==> src/rtl/strm_fifo_pkg.sv <==
package strm_fifo_pkg;

    // Registered occupancy indicators shared by the controller and the top.
    typedef struct packed {
        logic full;
        logic almost_full;
        logic almost_empty;
        logic empty;
    } lvl_flags_t;

endpackage

==> src/rtl/strm_fifo_filter.sv <==
module strm_fifo_filter #(
    parameter int KEEP_W    = 4,
    parameter bit DROP_NULL = 1'b1
) (
    input  logic              in_fire,
    input  logic [KEEP_W-1:0] in_keep,
    output logic              store_en
);

    generate
        if (DROP_NULL) begin : g_drop
            // A completed handshake is stored only if some byte is kept.
            assign store_en = in_fire && (|in_keep);
        end else begin : g_pass
            assign store_en = in_fire;
        end
    endgenerate

endmodule

==> src/rtl/strm_fifo_mem.sv <==
module strm_fifo_mem #(
    parameter int WIDTH = 37,
    parameter int DEPTH = 8,
    localparam int AW   = (DEPTH > 1) ? $clog2(DEPTH) : 1
) (
    input  logic             clk,
    input  logic             we,
    input  logic [AW-1:0]    waddr,
    input  logic [WIDTH-1:0] wdata,
    input  logic [AW-1:0]    raddr,
    output logic [WIDTH-1:0] rdata
);

    logic [WIDTH-1:0] cells [DEPTH];

    always_ff @(posedge clk) begin
        if (we) begin
            cells[waddr] <= wdata;
        end
    end

    // The head entry is presented combinationally from the read pointer.
    assign rdata = cells[raddr];

endmodule

==> src/rtl/strm_fifo_ctrl.sv <==
module strm_fifo_ctrl
    import strm_fifo_pkg::*;
#(
    parameter int DEPTH    = 8,
    parameter int AF_LEVEL = 6,
    parameter int AE_LEVEL = 2,
    localparam int AW      = (DEPTH > 1) ? $clog2(DEPTH) : 1,
    localparam int CW      = $clog2(DEPTH + 1)
) (
    input  logic          clk,
    input  logic          rst_n,
    input  logic          push,
    input  logic          pop,
    output logic [AW-1:0] wr_ptr,
    output logic [AW-1:0] rd_ptr,
    output lvl_flags_t    flags
);

    typedef struct packed {
        logic [AW-1:0] wr;
        logic [AW-1:0] rd;
        logic [CW-1:0] cnt;
        lvl_flags_t    fl;
    } ctrl_state_t;

    ctrl_state_t st_d, st_q;

    function automatic lvl_flags_t lvl_of(input logic [CW-1:0] c);
        lvl_flags_t f;
        f.full         = (c == CW'(DEPTH));
        f.almost_full  = (c >= CW'(AF_LEVEL));
        f.almost_empty = (c <= CW'(AE_LEVEL));
        f.empty        = (c == '0);
        return f;
    endfunction

    function automatic logic [AW-1:0] ptr_inc(input logic [AW-1:0] p);
        return (p == AW'(DEPTH - 1)) ? '0 : p + AW'(1);
    endfunction

    always_comb begin
        st_d = st_q;
        if (push) begin
            st_d.wr = ptr_inc(st_q.wr);
        end
        if (pop) begin
            st_d.rd = ptr_inc(st_q.rd);
        end
        st_d.cnt = st_q.cnt + CW'(push) - CW'(pop);
        // Flags follow the next occupancy so they line up with the write.
        st_d.fl  = lvl_of(st_d.cnt);
    end

    always_ff @(posedge clk) begin
        if (!rst_n) begin
            st_q.wr  <= '0;
            st_q.rd  <= '0;
            st_q.cnt <= '0;
            st_q.fl  <= lvl_of('0);
        end else begin
            st_q <= st_d;
        end
    end

    assign wr_ptr = st_q.wr;
    assign rd_ptr = st_q.rd;
    assign flags  = st_q.fl;

    assert_no_overflow_R6 : assert property (@(posedge clk) disable iff (!rst_n)
        st_q.fl.full |-> !push);

    assert_no_underflow_R1 : assert property (@(posedge clk) disable iff (!rst_n)
        st_q.fl.empty |-> !pop);

    assert_full_clears_R6 : assert property (@(posedge clk) disable iff (!rst_n)
        (pop && !push) |=> !st_q.fl.full);

    assert_fill_leaves_empty_R8 : assert property (@(posedge clk) disable iff (!rst_n)
        (push && !pop) |=> !st_q.fl.empty);

    assert_af_on_rise_R7 : assert property (@(posedge clk) disable iff (!rst_n)
        $rose(st_q.fl.almost_full) |-> $past(push));

endmodule

==> src/rtl/strm_fifo.sv <==
module strm_fifo
    import strm_fifo_pkg::*;
#(
    parameter int DATA_W   = 32,
    parameter int DEPTH    = 8,
    parameter int AF_LEVEL = 6,
    parameter int AE_LEVEL = 2,
    parameter bit DROP_NULL = 1'b1,
    localparam int KEEP_W  = DATA_W / 8,
    localparam int BEAT_W  = DATA_W + KEEP_W + 1,
    localparam int AW      = (DEPTH > 1) ? $clog2(DEPTH) : 1
) (
    input  logic              clk,
    input  logic              rst_n,
    input  logic              s_valid,
    output logic              s_ready,
    input  logic [DATA_W-1:0] s_data,
    input  logic [KEEP_W-1:0] s_keep,
    input  logic              s_last,
    output logic              m_valid,
    input  logic              m_ready,
    output logic [DATA_W-1:0] m_data,
    output logic [KEEP_W-1:0] m_keep,
    output logic              m_last,
    output logic              full,
    output logic              almost_full,
    output logic              almost_empty
);

    lvl_flags_t        flags;
    logic [AW-1:0]     wr_ptr, rd_ptr;
    logic              s_fire, store_en, pop;
    logic [BEAT_W-1:0] head_beat;

    assign s_ready = !flags.full;
    assign m_valid = !flags.empty;
    assign s_fire  = s_valid && s_ready;
    assign pop     = m_valid && m_ready;

    strm_fifo_filter #(
        .KEEP_W   (KEEP_W),
        .DROP_NULL(DROP_NULL)
    ) u_filter (
        .in_fire (s_fire),
        .in_keep (s_keep),
        .store_en(store_en)
    );

    strm_fifo_ctrl #(
        .DEPTH   (DEPTH),
        .AF_LEVEL(AF_LEVEL),
        .AE_LEVEL(AE_LEVEL)
    ) u_ctrl (
        .clk   (clk),
        .rst_n (rst_n),
        .push  (store_en),
        .pop   (pop),
        .wr_ptr(wr_ptr),
        .rd_ptr(rd_ptr),
        .flags (flags)
    );

    strm_fifo_mem #(
        .WIDTH(BEAT_W),
        .DEPTH(DEPTH)
    ) u_mem (
        .clk  (clk),
        .we   (store_en),
        .waddr(wr_ptr),
        .wdata({s_last, s_keep, s_data}),
        .raddr(rd_ptr),
        .rdata(head_beat)
    );

    assign {m_last, m_keep, m_data} = head_beat;
    assign full         = flags.full;
    assign almost_full  = flags.almost_full;
    assign almost_empty = flags.almost_empty;

    assert_hold_stall_R9 : assert property (@(posedge clk) disable iff (!rst_n)
        (m_valid && !m_ready) |=> (m_valid && $stable(head_beat)));

    generate
        if (DROP_NULL) begin : g_chk_drop
            assert_null_not_stored_R3 : assert property (@(posedge clk) disable iff (!rst_n)
                (s_fire && (s_keep == '0)) |-> !store_en);
        end else begin : g_chk_pass
            assert_null_stored_R5 : assert property (@(posedge clk) disable iff (!rst_n)
                s_fire |-> store_en);
        end
    endgenerate

endmodule

==> config.mk <==
export PLATFORM = sky130hd
export DESIGN_NAME = strm_fifo
export DESIGN_NICKNAME = d
export VERILOG_FILES = /design/src/rtl/strm_fifo_pkg.sv /design/src/rtl/strm_fifo_filter.sv /design/src/rtl/strm_fifo_mem.sv /design/src/rtl/strm_fifo_ctrl.sv /design/src/rtl/strm_fifo.sv
export SDC_FILE = /design/constraint.sdc
export NUM_CORES = 1
export LEC_CHECK = 0
export BUFFER_PORTS_ARGS = -buffer_cell sky130_fd_sc_hd__buf_2
export CORE_MARGIN = 3
export CORE_UTILIZATION = 60
export CTS_CLUSTER_DIAMETER = 150
export DETAILED_ROUTE_END_ITERATION = 8
export GPL_TIMING_DRIVEN = 0
export PLACE_DENSITY = 0.79
export SLEW_MARGIN = 20
export SYNTH_ARGS = -nofsm -noshare
export SYNTH_HDL_FRONTEND = slang
export SYNTH_SLANG_ARGS = --single-unit
export TNS_END_PERCENT = 10
==> constraint.sdc <==
create_clock -name clk -period 6.23 [get_ports clk]
set_clock_uncertainty 0.2 [all_clocks]
set_input_delay 0.3115 -clock clk [delete_from_list [all_inputs] [get_ports clk]]
set_output_delay 0.3115 -clock clk [all_outputs]
set_load 0.005 [all_outputs]
; Yosys cells after proc, flatten, opt, wreduce, memory -nomap -nowiden
; Memory sizes are Yosys's and may differ from the RTL's. A register that Yosys moved wholly into a read port is not among the register bits.
; Index checks and enable logic that the tools add are counted.
; W data, S select, Z words.
[op_classes]
addsub = 4
n_mul = 0
div = 0
n_lt_le_gt_ge = 2
n_eq_ne = 3
shift = 0
muxes = 6
n_bitwise = 0
reduce_logical = 7
[ops]
columns = op, n
row1 = $mux W3, 4
row2 = $add A3 B1 Y3 const B, 2
row3 = $eq A3 B3 Y1 const B, 2
row4 = $add A4 B1 Y4, 1
row5 = $eq A4 B4 Y1 const B, 1
row6 = $ge A4 B3 Y1 const B, 1
row7 = $le A4 B2 Y1 const B, 1
row8 = $logic_not A4 Y1, 1
row9 = $reduce_or A4 Y1, 1
row10 = $sub A4 B1 Y4, 1
row11 = $logic_and A1 B1 Y1, 3
row12 = $logic_not A1 Y1, 2
row13 = $mux W1, 2
[totals]
ff_bits = 14
latch_bits = 0
ramBits = 296
mem_bits_ro = 0
input_bits = 41
out_inout_bits = 42
word_cells = 30
memories = 1
[mem_list]
columns = name, words, width, rd, rd_ports_with_merged_regs, write_ports, line
row1 = u_mem.cells, 8, 37, 1, 1, 1, strm_fifo_mem.sv:14  ; logic [WIDTH-1:0] cells [DEPTH];

; Depth between registers and ports, before layout
; Gate-level depths: netlist of the first run.
[logic_depth]
ltp_word = 6
mapped_depth = 10

; Hierarchy
; A second synthesis of the first run with hierarchy kept.
[hier_totals]
hier_cells = 518
hier_area_um2 = 11936.4
[by_module_without_submodules]
columns = mod, instances, cells_each, area_per_inst_um2
row1 = strm_fifo_mem, 1, 440, 11165.7
row2 = strm_fifo_ctrl, 1, 73, 739.5
row3 = strm_fifo, 1, 4, 20.0
row4 = strm_fifo_filter, 1, 1, 11.3

; Worst setup path before layout of the first run
; Ideal clock, no wire load.
[synth_timing]
path_type = reg-to-reg
start = register u_ctrl.st_q, in the netlist u_ctrl.flags[3]
end = memory u_mem.cells[0][0], enable pin
arrival_ps = 4216
t_required_ps = 5506
setup_slack_ps = 1290
path_stages_with_launch = 4
path_cell_list = dfxtp_1 > nor2b_1 > nand2_1 > nor4_1
[synth_via]
elab_chain_cells = 5
[synth_lines]
columns = element, line
row1 = start: declaration, strm_fifo_ctrl.sv:26  ; ctrl_state_t st_d, st_q;
row2 = start signal: assignment, strm_fifo_ctrl.sv:61  ; st_q <= st_d;
row3 = $logic_not A1 Y1, strm_fifo.sv:35  ; assign s_ready = !flags.full;
row4 = $logic_and A1 B1 Y1, strm_fifo.sv:37  ; assign s_fire = s_valid && s_ready;
row5 = $logic_and A1 B1 Y1, strm_fifo_filter.sv:13  ; assign store_en = in_fire && (|in_keep);
row6 = $mux W1, strm_fifo_mem.sv:17  ; if (we) begin
row7 = $mux W1 (not written as such), strm_fifo_mem.sv:18  ; cells[waddr] <= wdata;
row8 = end: declaration, strm_fifo_mem.sv:14
; Every way passes these cells.

; Worst setup path in the final report of the first run
[layout_timing]
start = input s_keep[1]
end = register u_ctrl.st_q, in the netlist u_ctrl.flags[0]
[layout_via]
elab_chain_cells = 5
[layout_lines]
columns = element, line
row1 = start: declaration, strm_fifo.sv:18  ; input logic [KEEP_W-1:0] s_keep,
row2 = $reduce_or A4 Y1, strm_fifo_filter.sv:13
row3 = $logic_and A1 B1 Y1, strm_fifo_filter.sv:13
row4 = $add A4 B1 Y4, strm_fifo_ctrl.sv:49  ; st_d.cnt = st_q.cnt + CW'(push) - CW'(pop);
row5 = $sub A4 B1 Y4, strm_fifo_ctrl.sv:49
row6 = $logic_not A4 Y1, strm_fifo_ctrl.sv:33  ; f.empty = (c == '0);
; Every way passes these cells.
; A chain may end at the register's enable or synchronous reset.

==> results of run 1 <==
-- final timing paths --
check                                       end  slack (ps)  cells past startpoint
setup / recovery     u_ctrl.flags[0]$_SDFF_PN1_        2860                     12
hold / removal    u_ctrl.wr_ptr[1]$_SDFFE_PN0P_          30                      4
setup reg to reg   u_mem.cells[0][19]$_DFFE_PP_        3360                      7
hold reg to reg                       flip-flop         350                      2
-- cell type report --
type                            count  share of cell area
Sequential cell                   313               0.641
Timing Repair Buffer              152              0.0787
Clock buffer                       44              0.0616
Inverter                            9             0.00235
Clock inverter                     11             0.00583
Antenna cell                        1            0.000174
Buffer                             21             0.00930
Tap cell                          260              0.0226
Multi-Input combinational cell    173               0.178
-- tightest hold or removal path, stage by stage --
cell                       delay, ps
sky130_fd_sc_hd__buf_2            80
sky130_fd_sc_hd__nand2b_1         90
sky130_fd_sc_hd__o21ai_0         170
sky130_fd_sc_hd__a21oi_1          70
-- timing repair --
| action | 4_1_cts | 5_1_grt |
|---|---|---|
| endpoints found under the setup margin | 0 | 0 |
| hold buffers | 38 | 0 |
| hold endpoints to repair | 303 | 0 |
-- flip-flops by register name (all words and copies together), names as in the netlist, named ones only --
name / cells
u_ctrl.rd_ptr: 3
u_ctrl.wr_ptr: 3
u_ctrl.st_q: 4
u_mem.cells: 296
u_ctrl.flags: 4
-- layer usage --
| layer | GRT usage | wire, µm |
|---|---|---|
| met5 | 0 | 0 |
| met2 | 0.385 | 12500 |
| met3 | 0.0336 | 1360 |
| met1 | 0.292 | 9290 |
| met4 | 0.0634 | 527 |
-- report_power, final --
part | leakage (nW) | internal, mW | switching [mW]
combinational | 1.49 | 0.472 | 0.440
sequential | 2.83 | 2.45 | 0.0448
clock | 0.480 | 1.02 | 0.737
-- synthesized netlist by cell type, drive strengths merged --
library cell  instances  area share
and2                  2      0.0011
edfxtp              296        0.75
nand4                 1     0.00053
nand4b                1     0.00074
nor4                  2      0.0011
a22oi                 1     0.00063
nand2b                4      0.0021
nor2                  7      0.0022
nand2                 4      0.0013
and3                  2      0.0011
mux2i                 3      0.0025
mux2                 37       0.035
a21oi                 4      0.0017
fa                    1      0.0017
or4                   2      0.0013
nor3                  4      0.0017
buf                  15      0.0093
nor2b                 4      0.0021
inv                   9      0.0028
mux4                 74        0.14
clkbuf                6      0.0019
xnor2                 2      0.0015
a211oi                1     0.00063
dfxtp                17       0.029
nand3                 4      0.0017
ha                    8      0.0084
a211o                 1     0.00074
o21ai                 4      0.0017
-- kinds of logic after synthesis --
| family | Yosys count |
|---|---|
| flops | 313 |
| xor+xnor | 2 |
| mux | 114 |
| fa+ha+maj | 9 |
| buf+inv | 30 |
| compound gates | 11 |
| simple gates | 37 |
==> results.md, run 1 <==
- The path category of the worst min-delay check is in2reg.
- The sum of overflow across all layers after global routing is 0.
- The worst setup margin is 2860 ps.
- The H-tree depth is 1.
- Hold timing on the final database bottoms out at a slack of 31.5 ps.
- VDD sags by at most 0.000249 V.
- The number of sinks handled by clock tree synthesis is 313.
- The first-pass GRT wire length is 36100 µm.
- The type of the worst setup path is in2reg.
- For the worst setup path, the data required time is 6470 ps.
- The xor/xnor cell area share of the yosys netlist is 0.00147.
- Each instance of the synthesized netlist takes up on average 23.1 µm².
- The top cell types in the final layout, fill and taps aside, are 296 x sky130_fd_sc_hd__edfxtp_1, 88 x sky130_fd_sc_hd__buf_2, 74 x sky130_fd_sc_hd__mux4_2, 38 x sky130_fd_sc_hd__dlygate4sd3_1, 37 x sky130_fd_sc_hd__mux2_2.
- In this run, distinct cell masters in the synthesized netlist total 30.
- Excluding fillers, the count of instances in the completed layout stands at 984.
- Walking the worst path, the cells encountered are dlygate4sd3_1 -> buf_2 -> or4_1 -> nand2_1 -> ha_1 -> inv_1 -> ha_1 -> inv_1 -> fa_1 -> xnor2_1 -> o21ai_0 -> and3_1.
- The total leakage power is 4.80 nW.
- The pin slew with the least headroom to its limit is 799 ps.
- The flow ran to the end, and the final reports show no timing, DRC or antenna violations.
- The register bit total from synthesis is 313.
- Entering global routing, the biggest net connects 21 pins.
- At the end of the flow the core is filled with cells to 0.754.
- Setup repair after global routing left no endpoint under its margin.
- The combined area of all synthesized cells is 11900 µm².
- The vertical die dimension is 147 µm.
- The area share of fa/ha/maj cells after synthesis is 0.0101.
- The I/O pin total is 83.
- The setup TNS is 0 ps.
- The critical path launch point type is a primary input.
- The floorplan step defined a core boundary enclosing 19100 µm².
- The initial antenna violation count came to 1.
- In the routed design, unresolved DRC markers number 0.
- In this run the core area contains 50 standard-cell rows.
- Synthesis handed over a netlist of 516 instances.
- The compound-gate portion of the synthesized area was 0.00536.
- The finished cells cover 14400 µm².
- Setup violations remaining at the end of the flow were counted as 0.
- Of all nets on the critical path, the largest fanout is 10.
- The tree is rooted in a sky130_fd_sc_hd__clkbuf_16.
- In this run the most critical hold path is launched from s_valid.
- The number of resized instances in the post-cts repair step is 0.
- The die covers 21600 µm².
- The chip width is 147 µm.
- The final hold violation count is 0.
- The filler cells instantiated in the layout total 1050.
- Of the available clock period, the critical path in the final layout requires 0.541.
- The combinational family with the most area after synthesis is multiplexers.
- The max-capacitance violation count is 0.
- The cell with the largest stage delay on the worst path is sky130_fd_sc_hd__or4_1.
- The largest stage delay on the critical path is 640 ps.
- The clock slew seen by the registers of the worst setup and hold paths is 60 ps.
- Registers take 9230 µm².
- The worst setup path is captured at a flip-flop.
- After detailed placement, the total cell area comes to 13000 µm².
- The commonest non-fill, non-tap cell in the layout is sky130_fd_sc_hd__edfxtp_1.
- The number of clock buffers added by TritonCTS is 31.
- The overall routed net length is 23700 µm.
- The startpoint identified for the worst register-to-register timing path is u_ctrl.flags[3]$_SDFF_PN0_.
- STA puts the critical path data arrival time at 3600 ps.
- The post-synthesis simple-gate area fraction is 0.0167.
- The wire length per cell is 24.1 µm.
- The first-pass iteration count of the detailed router is 5.
- The total chip power is 5.17 mW.
- Power spread over the standard cell area amounts to 359 nW/µm².
- Compared with the post-synthesis result, the final layout area differs by 20.8%.
- The TritonCTS clock tree is built.
- The peak clock frequency supported by timing is 297 MHz.
- The synthesized netlist net count is 566.
- The via count is 5886.
- The detail-routed via count per cell is 5.98.
- At the placement stage, the worst setup path has a slack of 2890 ps.
- Of the synthesized area, sequential elements account for 0.775.
- The number of global-route vias before repair is 6376.
- In this run the remaining antenna-violating nets after routing total 0.
- Post-CTS timing repair inserted 0 buffers for setup.
- The initial detailed-routing violation count is 449.
- For this run, the number of Yosys warnings is 0.
- The minimum period implied by the final worst setup slack is 3370 ps.
- The buffer and inverter count on the worst path is 4.
- The initial cell density of the core is 0.624.
- The multi-input combinational cells in the finished layout cover a total of 2560 µm².
- In this run, placement finished with an instance count of 890.
- The number of slew-limit violations in the final report is 0.
- The critical path launch point is s_keep[1].
- The top cell family by delay on the critical path is simple AND/OR/NAND/NOR gates.
- The worst pin sits at a relative slew slack of 0.463.
- The share of cell area taken by muxes after synthesis is 0.177.
- The count of buffers added on input and output ports is 82.
- In the global route stage, overall resource usage came out at 0.220.
- The clock tree buffer depth is 3.
- The HPWL reported at the end of detailed placement is 14800 µm.
- The clock latency on the worst-skew pair is 540 ps.
- The number of nets in the finished design is 751.
- The layout cell share with drive strength beyond 1 is 0.396.
- Routability-driven placement finished with a final weighted congestion of 0.724.
Power figures use the tool's default switching activity.
==> inputs of run 2 (changes only) <==
clock period = 3.45 ns   (was 6.23 ns; I/O delays follow)
==> run 2 against run 1 <==
  * Worst setup slack worse by 2700 ps
  * Wire length is 0.98% higher
  * Clock power is 89% higher
  * Critical endpoint is now u_ctrl.flags[1]$_SDFF_PN1_
  * Sequential cell count stayed put
  * Critical path depth stayed put
  * First-iteration DRC count is 6.0% lower
  * Sequential power is 80% higher
  * Largest cell class unchanged
==> results.md, run 2 (synthesis gave the netlist of run 1 again) <==
- The tightest slew margin relative to the limit is 0.439 (-0.0241).
- The first-pass iteration count of the detailed router is 5 (unchanged).
- The number of antenna-violating nets in the routed design came to 0 (unchanged).
- The sum of overflow across all layers after global routing is 0 (unchanged).
- The worst setup path is captured at a flip-flop.
- The ratio of total power to cell area came to 655 nW/µm² (+82%).
- The H-tree depth is 1 (unchanged).
- The number of filler cells placed in the layout is 1028 (-2.1%).
- The total leakage power was 4.83 nW (+0.71%).
- The initial cell density of the core came to 0.624 (unchanged).
- The signal on the critical path passes through dlygate4sd3_1 -> buf_2 -> or4_1 -> nand2_1 -> ha_1 -> inv_1 -> ha_1 -> inv_1 -> fa_1 -> xnor2_1 -> a22oi_1 -> and3_1.
- The max-capacitance violation count is 0 (unchanged).
- The chip width is 147 µm (unchanged).
- u_mem.cells holds more flip-flops than any other register.
- Static timing analysis puts the maximum clock frequency at 303 MHz.
- The initial antenna violation count was 0 (-1).
- The TritonCTS clock tree is built.
- Setup repair after global routing left no endpoint under its margin.
- The number of non-filler instances in the completed layout was 982 (-0.20%).
- The vertical die dimension is 147 µm (unchanged).
- The post-route clock period utilization is 0.958.
- The setup TNS is 0 ps (unchanged).
- The initial detailed-routing violation count is 422 (-6.0%).
- The total global-route track usage is 0.228 (+0.00864).
- STA classifies the critical path startpoint as a primary input.
- The wire length per cell came to 24.4 µm (+1.2%).
- The core region area came to 19100 µm² (unchanged).
- The pin slew with the least headroom to its limit is 842 ps (+42.8 ps).
- The final routed DRC violation total is 0 (unchanged).
- The clock latency on the worst-skew pair is 530 ps (about the same).
- The number of global-route vias before repair is 6369 (-0.11%).
- The minimum period implied by the final worst setup slack is 3310 ps.
- The maximum number of pins on one net before global-route repair came to 19 (-9.5%).
- The minimum setup slack among reg-to-reg paths was 520 ps (-2840 ps).
- The final cell utilization of the core is 0.759 (+0.00505).
- The critical path is of the in2reg type.
- The number of sinks handled by clock tree synthesis is 313 (unchanged).
- The count of antenna diodes in the layout is 0 (-1).
- Compared with the post-synthesis result, the final layout area differs by 21.6%.
- The number of buffers added for setup after CTS is 0 (unchanged).
- The largest fanout of any net on the critical path is 10 (unchanged).
- The via count is 5853 (-0.56%).
- The die area is 21600 µm² (unchanged).
- The placer's final routability congestion estimate was 0.695 (-4.0%).
- The first-pass GRT wire length came to 37400 µm (+3.4%).
- The top cell types in the final layout, fill and taps aside, are 296 x sky130_fd_sc_hd__edfxtp_1, 84 x sky130_fd_sc_hd__buf_2, 74 x sky130_fd_sc_hd__mux4_2, 39 x sky130_fd_sc_hd__dlygate4sd3_1, 37 x sky130_fd_sc_hd__mux2_2.
- The worst setup margin is 144 ps (-2720 ps).
- The clock buffer count from CTS was 30 (-3.2%).
- Leaving out fill and tap cells, the most frequent cell in the layout is sky130_fd_sc_hd__edfxtp_1.
- The number of placed instances with taps included is 888 (-0.22%).
- The clock tree buffer depth came to 3 (unchanged).
- The worst ir drop on vdd is 0.000646 V (+160%).
- The layout cell share with drive strength beyond 1 came to 0.395 (-0.000837).
- The setup violation total in the final timing report is 0 (unchanged).
- The standard-cell row count is 50 (unchanged).
- The final hold violation count is 0 (unchanged).
- The clock slew seen by the registers of the worst setup and hold paths is 60 ps (about the same).
- The number of nets in the finished design is 749 (-0.27%).
- The number of slew-limit violations in the final report was 0 (unchanged).
- The flip-flop count of the largest register, all copies and words added is 296 (unchanged).
- The I/O pin total is 83 (unchanged).
- The arrival time of data at the critical path endpoint was 3530 ps (-70 ps).
- The cell with the largest stage delay on the worst path is sky130_fd_sc_hd__or4_1.
- The detail-routed via count per cell is 5.96 (-0.36%).
- The largest stage delay on the critical path is 650 ps (about the same).
- The post-place setup slack is 178 ps (-2720 ps).
- The overall routed net length is 23900 µm (+0.98%).
- The HPWL reported at the end of detailed placement was 14600 µm (-1.4%).
- The total of hold buffers inserted after clock tree synthesis was 39 (+2.6%).
- The CTS root buffer is sky130_fd_sc_hd__clkbuf_16.
- The path class of the tightest hold or removal check is in2reg.
- The count of input and output buffers is 82 (unchanged).
- The required time reported for the critical path endpoint is 3670 ps (-2800 ps).
- The run finished with clean final reports.
- The number of resized instances in the post-cts repair step is 0 (unchanged).
==> run 2: changes by cell type in the layout (fill, tap and decap cells not counted), sizes merged <==
cell | before | now
bufinv | 1 | 5
dlygate4sd3 | 38 | 39
clkinv | 8 | 15
clkbuf | 50 | 41
inv | 11 | 9
buf | 129 | 127
diode | 1 | 0
==> run 2: final timing paths <==
path                                                    start                            end  cells after the start
worst max-delay path                                s_keep[1]     u_ctrl.flags[1]$_SDFF_PN1_                     12
worst min register to register  u_ctrl.rd_ptr[2]$_SDFFE_PN0P_  u_ctrl.rd_ptr[2]$_SDFFE_PN0P_                      2
worst min-delay path                                  m_ready                      flip-flop                      5
worst max register to register     u_ctrl.flags[3]$_SDFF_PN0_     u_ctrl.flags[1]$_SDFF_PN1_                     10
==> run 2: report_power, final <==
part,total (mW),switching [mW],internal (mW),leakage (nW)
sequential,4.51,0.0866,4.42,2.83
combinational,1.65,0.795,0.858,1.50
clock,3.33,1.32,2.00,0.502
==> run 2: area by class of cell <==
class,count,area (µm²),area share
sequential,313,9230,0.637
inverter,9,33.8,0.00233
buffer,21,134,0.00924
clock inverter,20,221,0.0153
tap,260,325,0.0225
timing repair buffer,151,1180,0.0815
clock buffer,35,791,0.0546
multi-input combinational,173,2570,0.178
==> run 2: metal layers <==
layer	GRT usage	part of all wire	vias to the layer above	routed length (µm)
met5	0	0	-	0
met3	0.0352	0.061	50	1460
li1	-	-	2536	-
met4	0.0643	0.026	0	624
met2	0.397	0.53	225	12700
met1	0.307	0.38	3042	9130
==> run 2: critical path: cells and delay by family <==
| kind | cells | cell delay (ps) |
|---|---|---|
| simple gates | 3 | 1160 |
| compound gates | 1 | 150 |
| buf+inv | 4 | 850 |
| fa+ha+maj | 3 | 850 |
| xor+xnor | 1 | 350 |
==> run 2: metrics by stage <==
stage | cell area (µm²) | power [mW] | hold WS, ps
after floorplan | 11900 | 5.61 | 71.4
after global placement | 12700 | 6.08 | 225
after CTS | 14500 | 9.56 | 85.0
final | 14500 | 9.49 | 104
after detailed placement | 13100 | 6.21 | 246
after global routing | 14500 | 9.87 | 121
==> inputs of run 3 (changes only) <==
CTS_BUF_LIST = sky130_fd_sc_hd__clkbuf_8   (was unset)
HOLD_SLACK_MARGIN = 0.03   (was unset)
==> run 3 against run 2 <==
  * Count of clock-buffer cells in the layout grew 13
  * Hold slack lost 14 ps
  * Largest cell class unchanged
  * Register-to-register slack gained 20 ps
  * Critical path depth is the same
  * Combinational power is essentially flat
  * Worst setup slack gained 10 ps
  * Die area is the same
  * Via count is essentially flat
  * Highest routed layer unchanged
  * Clock power shrank 19%
==> results.md, run 3 (synthesis gave the netlist of run 1 again) <==
- The run finished with clean final reports.
- The clock buffer count from CTS is 47 (+57%).
- The area of all placed cells without fillers is 14300 µm² (-1.1%).
- The final hold violation count is 0 (unchanged).
- The setup violation total in the final timing report is 0 (unchanged).
- The number of global-route vias before repair was 6431 (+0.97%).
- The max-capacitance violation count is 0 (unchanged).
- The number of sinks handled by clock tree synthesis is 313 (unchanged).
- The initial antenna violation count came to 1 (+1).
- The switching fraction of total power is 0.248 (+0.0156).
- The storage element area was 9230 µm² (unchanged).
- The post-synthesis to final-layout area growth is 20.2%.
- The clock latency on the worst-skew pair was 550 ps (+20 ps).
- The detail-routed via count per cell is 5.77 (-3.2%).
- The launch point of the worst hold path is m_ready.
- The layout cell share with drive strength beyond 1 was 0.393 (-0.00216).
- The final routed DRC violation total came to 0 (unchanged).
- The number of nets in the finished design is 766 (+2.3%).
- The combinational share of power is 0.185 (+0.011).
- The placer's final routability congestion estimate is 0.695 (unchanged).
- The H-tree depth is 2 (+1).
- The ratio of total power to cell area is 618 nW/µm² (-5.7%).
- The standard-cell row count is 50 (unchanged).
- The tightest slew margin relative to the limit was 0.445 (+0.00603).
- The count of antenna diodes in the layout came to 0 (unchanged).
- Setup repair after global routing left no endpoint under its margin.
- The placement-stage cell area is 13100 µm² (unchanged).
- The worst ir drop on vdd is 0.000396 V (-39%).
- The maximum number of pins on one net before global-route repair is 19 (unchanged).
- The required time reported for the critical path endpoint is 3690 ps (+20 ps).
- The instance count along the most critical hold path is 5 (unchanged).
- The number of buffers added for setup after CTS is 0 (unchanged).
- The vertical die dimension is 147 µm (unchanged).
- The overall routed net length came to 22900 µm (-4.3%).
- The critical path is of the in2reg type.
- The die area came to 21600 µm² (unchanged).
- The clock slew seen by the registers of the worst setup and hold paths is 60 ps (about the same).
- STA classifies the critical path startpoint as a primary input.
- The number of filler cells placed in the layout is 1036 (+0.78%).
- The TritonCTS clock tree is built.
- The count of input and output buffers is 82 (unchanged).
- Leaving out fill and tap cells, the most frequent cells in the layout are 296 x sky130_fd_sc_hd__edfxtp_1, 84 x sky130_fd_sc_hd__buf_2, 74 x sky130_fd_sc_hd__mux4_2, 48 x sky130_fd_sc_hd__clkbuf_8, 39 x sky130_fd_sc_hd__dlygate4sd3_1.
- The sum of overflow across all layers after global routing came to 0 (unchanged).
- The via count was 5849 (-0.068%).
- The chip width is 147 µm (unchanged).
- The first-pass iteration count of the detailed router is 4 (-1).
- The capturing element type of the critical path is a flip-flop.
- The peak clock frequency supported by timing was 303 MHz (+0.31%).
- The register share of total power is 0.509 (+0.034).
- The number of antenna-violating nets in the routed design came to 0 (unchanged).
- The minimum setup slack among reg-to-reg paths came to 540 ps (+20 ps).
- The clock tree buffer depth was 3 (unchanged).
- Leaving out fill and tap cells, the most frequent cell in the layout is sky130_fd_sc_hd__edfxtp_1.
- The total leakage power is 4.82 nW (-0.21%).
- The cell internal power dissipation came to 6.66 mW (-8.6%).
- In this run the clock root is driven by a sky130_fd_sc_hd__clkbuf_8.
- The worst register-to-register path begins at u_ctrl.flags[3]$_SDFF_PN0_.
- The logic depth of the worst register-to-register path came to 10 (unchanged).
- The wire length per cell is 22.6 µm (-7.3%).
- The terminating pin of the worst hold path is u_ctrl.rd_ptr[1]$_SDFFE_PN0P_.
- The first-pass GRT wire length is 36100 µm (-3.5%).
- The flip-flop count of the largest register, all copies and words added is 296 (unchanged).
- The path category of the worst min-delay check is in2reg.
- The post-route clock period utilization is 0.955 (-0.00294).
- The pin slew with the least headroom to its limit was 827 ps (-15.2 ps).
- The minimum period implied by the final worst setup slack came to 3300 ps (-10.2 ps).
- The initial detailed-routing violation count is 385 (-8.8%).
- The total global-route track usage is 0.219 (-0.00915).
- The initial cell density of the core is 0.624 (unchanged).
- The number of slew-limit violations in the final report was 0 (unchanged).
- The arrival time of data at the critical path endpoint is 3540 ps (about the same).
- The total net switching power is 2.19 mW (-0.47%).
- The power share of the clock group is 0.306 (-0.044).
- The largest register by flop count is u_mem.cells.
- The largest fanout of any net on the critical path is 10 (unchanged).
- The I/O pin total was 83 (unchanged).
- The worst hold slack after final layout is 89.8 ps (-14.0 ps).
- The endpoint of the lowest-slack register-to-register path is u_ctrl.flags[1]$_SDFF_PN1_.
- The combined area of the multi-input logic cells is 2570 µm² (unchanged).
- The core region area is 19100 µm² (unchanged).
- The HPWL reported at the end of detailed placement was 14600 µm (unchanged).
-- run 3: cell count changes in the layout (fill, tap and decap cells not counted) --
cell / delta
sky130_fd_sc_hd__inv_6: +1
sky130_fd_sc_hd__inv_1: +16
sky130_fd_sc_hd__clkbuf_16: -31
sky130_fd_sc_hd__clkinv_2: -3
sky130_fd_sc_hd__clkinv_4: -1
sky130_fd_sc_hd__clkbuf_8: +48
sky130_fd_sc_hd__clkinvlp_4: +1
sky130_fd_sc_hd__clkbuf_1: -4
sky130_fd_sc_hd__bufinv_16: -4
sky130_fd_sc_hd__clkinv_1: +9
-- run 3: stage by stage --
step	power [mW]	std cells	utilization	setup WS, ps	TNS [ps]
floorplan	5.61	516	-	-524	-75540
global placement	6.08	858	0.663	-2920	-597250
detailed placement	6.21	888	0.686	178	0
CTS	8.93	1014	0.751	198	0
global route	9.25	1014	0.751	62.4	0
finish	8.85	1014	0.751	154	0
-- run 3: worst max path at each step --
| stage | from | to | slack (ps) | cells past startpoint |
|---|---|---|---|---|
| 2_1_floorplan | u_ctrl.flags[3]$_SDFF_PN0_ | u_mem.cells[2][0]$_DFFE_PP_ | -520 | 3 |
| 3_3_place_gp | u_ctrl.flags[3]$_SDFF_PN0_ | u_mem.cells[4][21]$_DFFE_PP_ | -2920 | 3 |
| 3_5_place_dp | s_keep[1] | u_ctrl.flags[1]$_SDFF_PN1_ | 180 | 11 |
| 4_1_cts | s_keep[1] | u_ctrl.flags[1]$_SDFF_PN1_ | 200 | 12 |
| 5_1_grt | s_keep[0] | u_ctrl.flags[1]$_SDFF_PN1_ | 60 | 12 |
| 6_report | s_keep[1] | u_ctrl.flags[1]$_SDFF_PN1_ | 150 | 12 |
-- run 3: power groups by stage --
stage,Clock [mW],Combinational (mW),Sequential (mW)
after floorplan,0,1.04,4.57
after global placement,0,1.49,4.59
after detailed placement,0,1.62,4.59
after CTS,2.75,1.67,4.51
after global routing,2.95,1.78,4.53
final,2.71,1.64,4.51
-- run 3: critical path: stages --
cell and delay (ps):
sky130_fd_sc_hd__dlygate4sd3_1 550, sky130_fd_sc_hd__buf_2 180, sky130_fd_sc_hd__or4_1 640, sky130_fd_sc_hd__nand2_1 320
sky130_fd_sc_hd__ha_1 290, sky130_fd_sc_hd__inv_1 60, sky130_fd_sc_hd__ha_1 160, sky130_fd_sc_hd__inv_1 70
sky130_fd_sc_hd__fa_1 400, sky130_fd_sc_hd__xnor2_1 340, sky130_fd_sc_hd__a22oi_1 150, sky130_fd_sc_hd__and3_1 190
-- run 3: area by class of cell --
class	count	area share
timing repair buffer	151	0.0824
clock buffer	48	0.0461
buffer	21	0.00935
clock inverter	39	0.0131
sequential	313	0.644
multi-input combinational	173	0.180
inverter	9	0.00236
tap	260	0.0227
-- run 3: metal layers --
metal  share of wire  vias up  track usage
li1                -     2575            -
met1            0.41     3034        0.293
met2            0.52      207        0.372
met3           0.052       33       0.0386
met4           0.020        0       0.0760
met5               0        -            0
-- run 3: what timing repair did --
action / 4_1_cts / 5_1_grt
hold buffers: 39 / 0
gates resized for setup: 0 / 0
hold endpoints to repair: 313 / 0
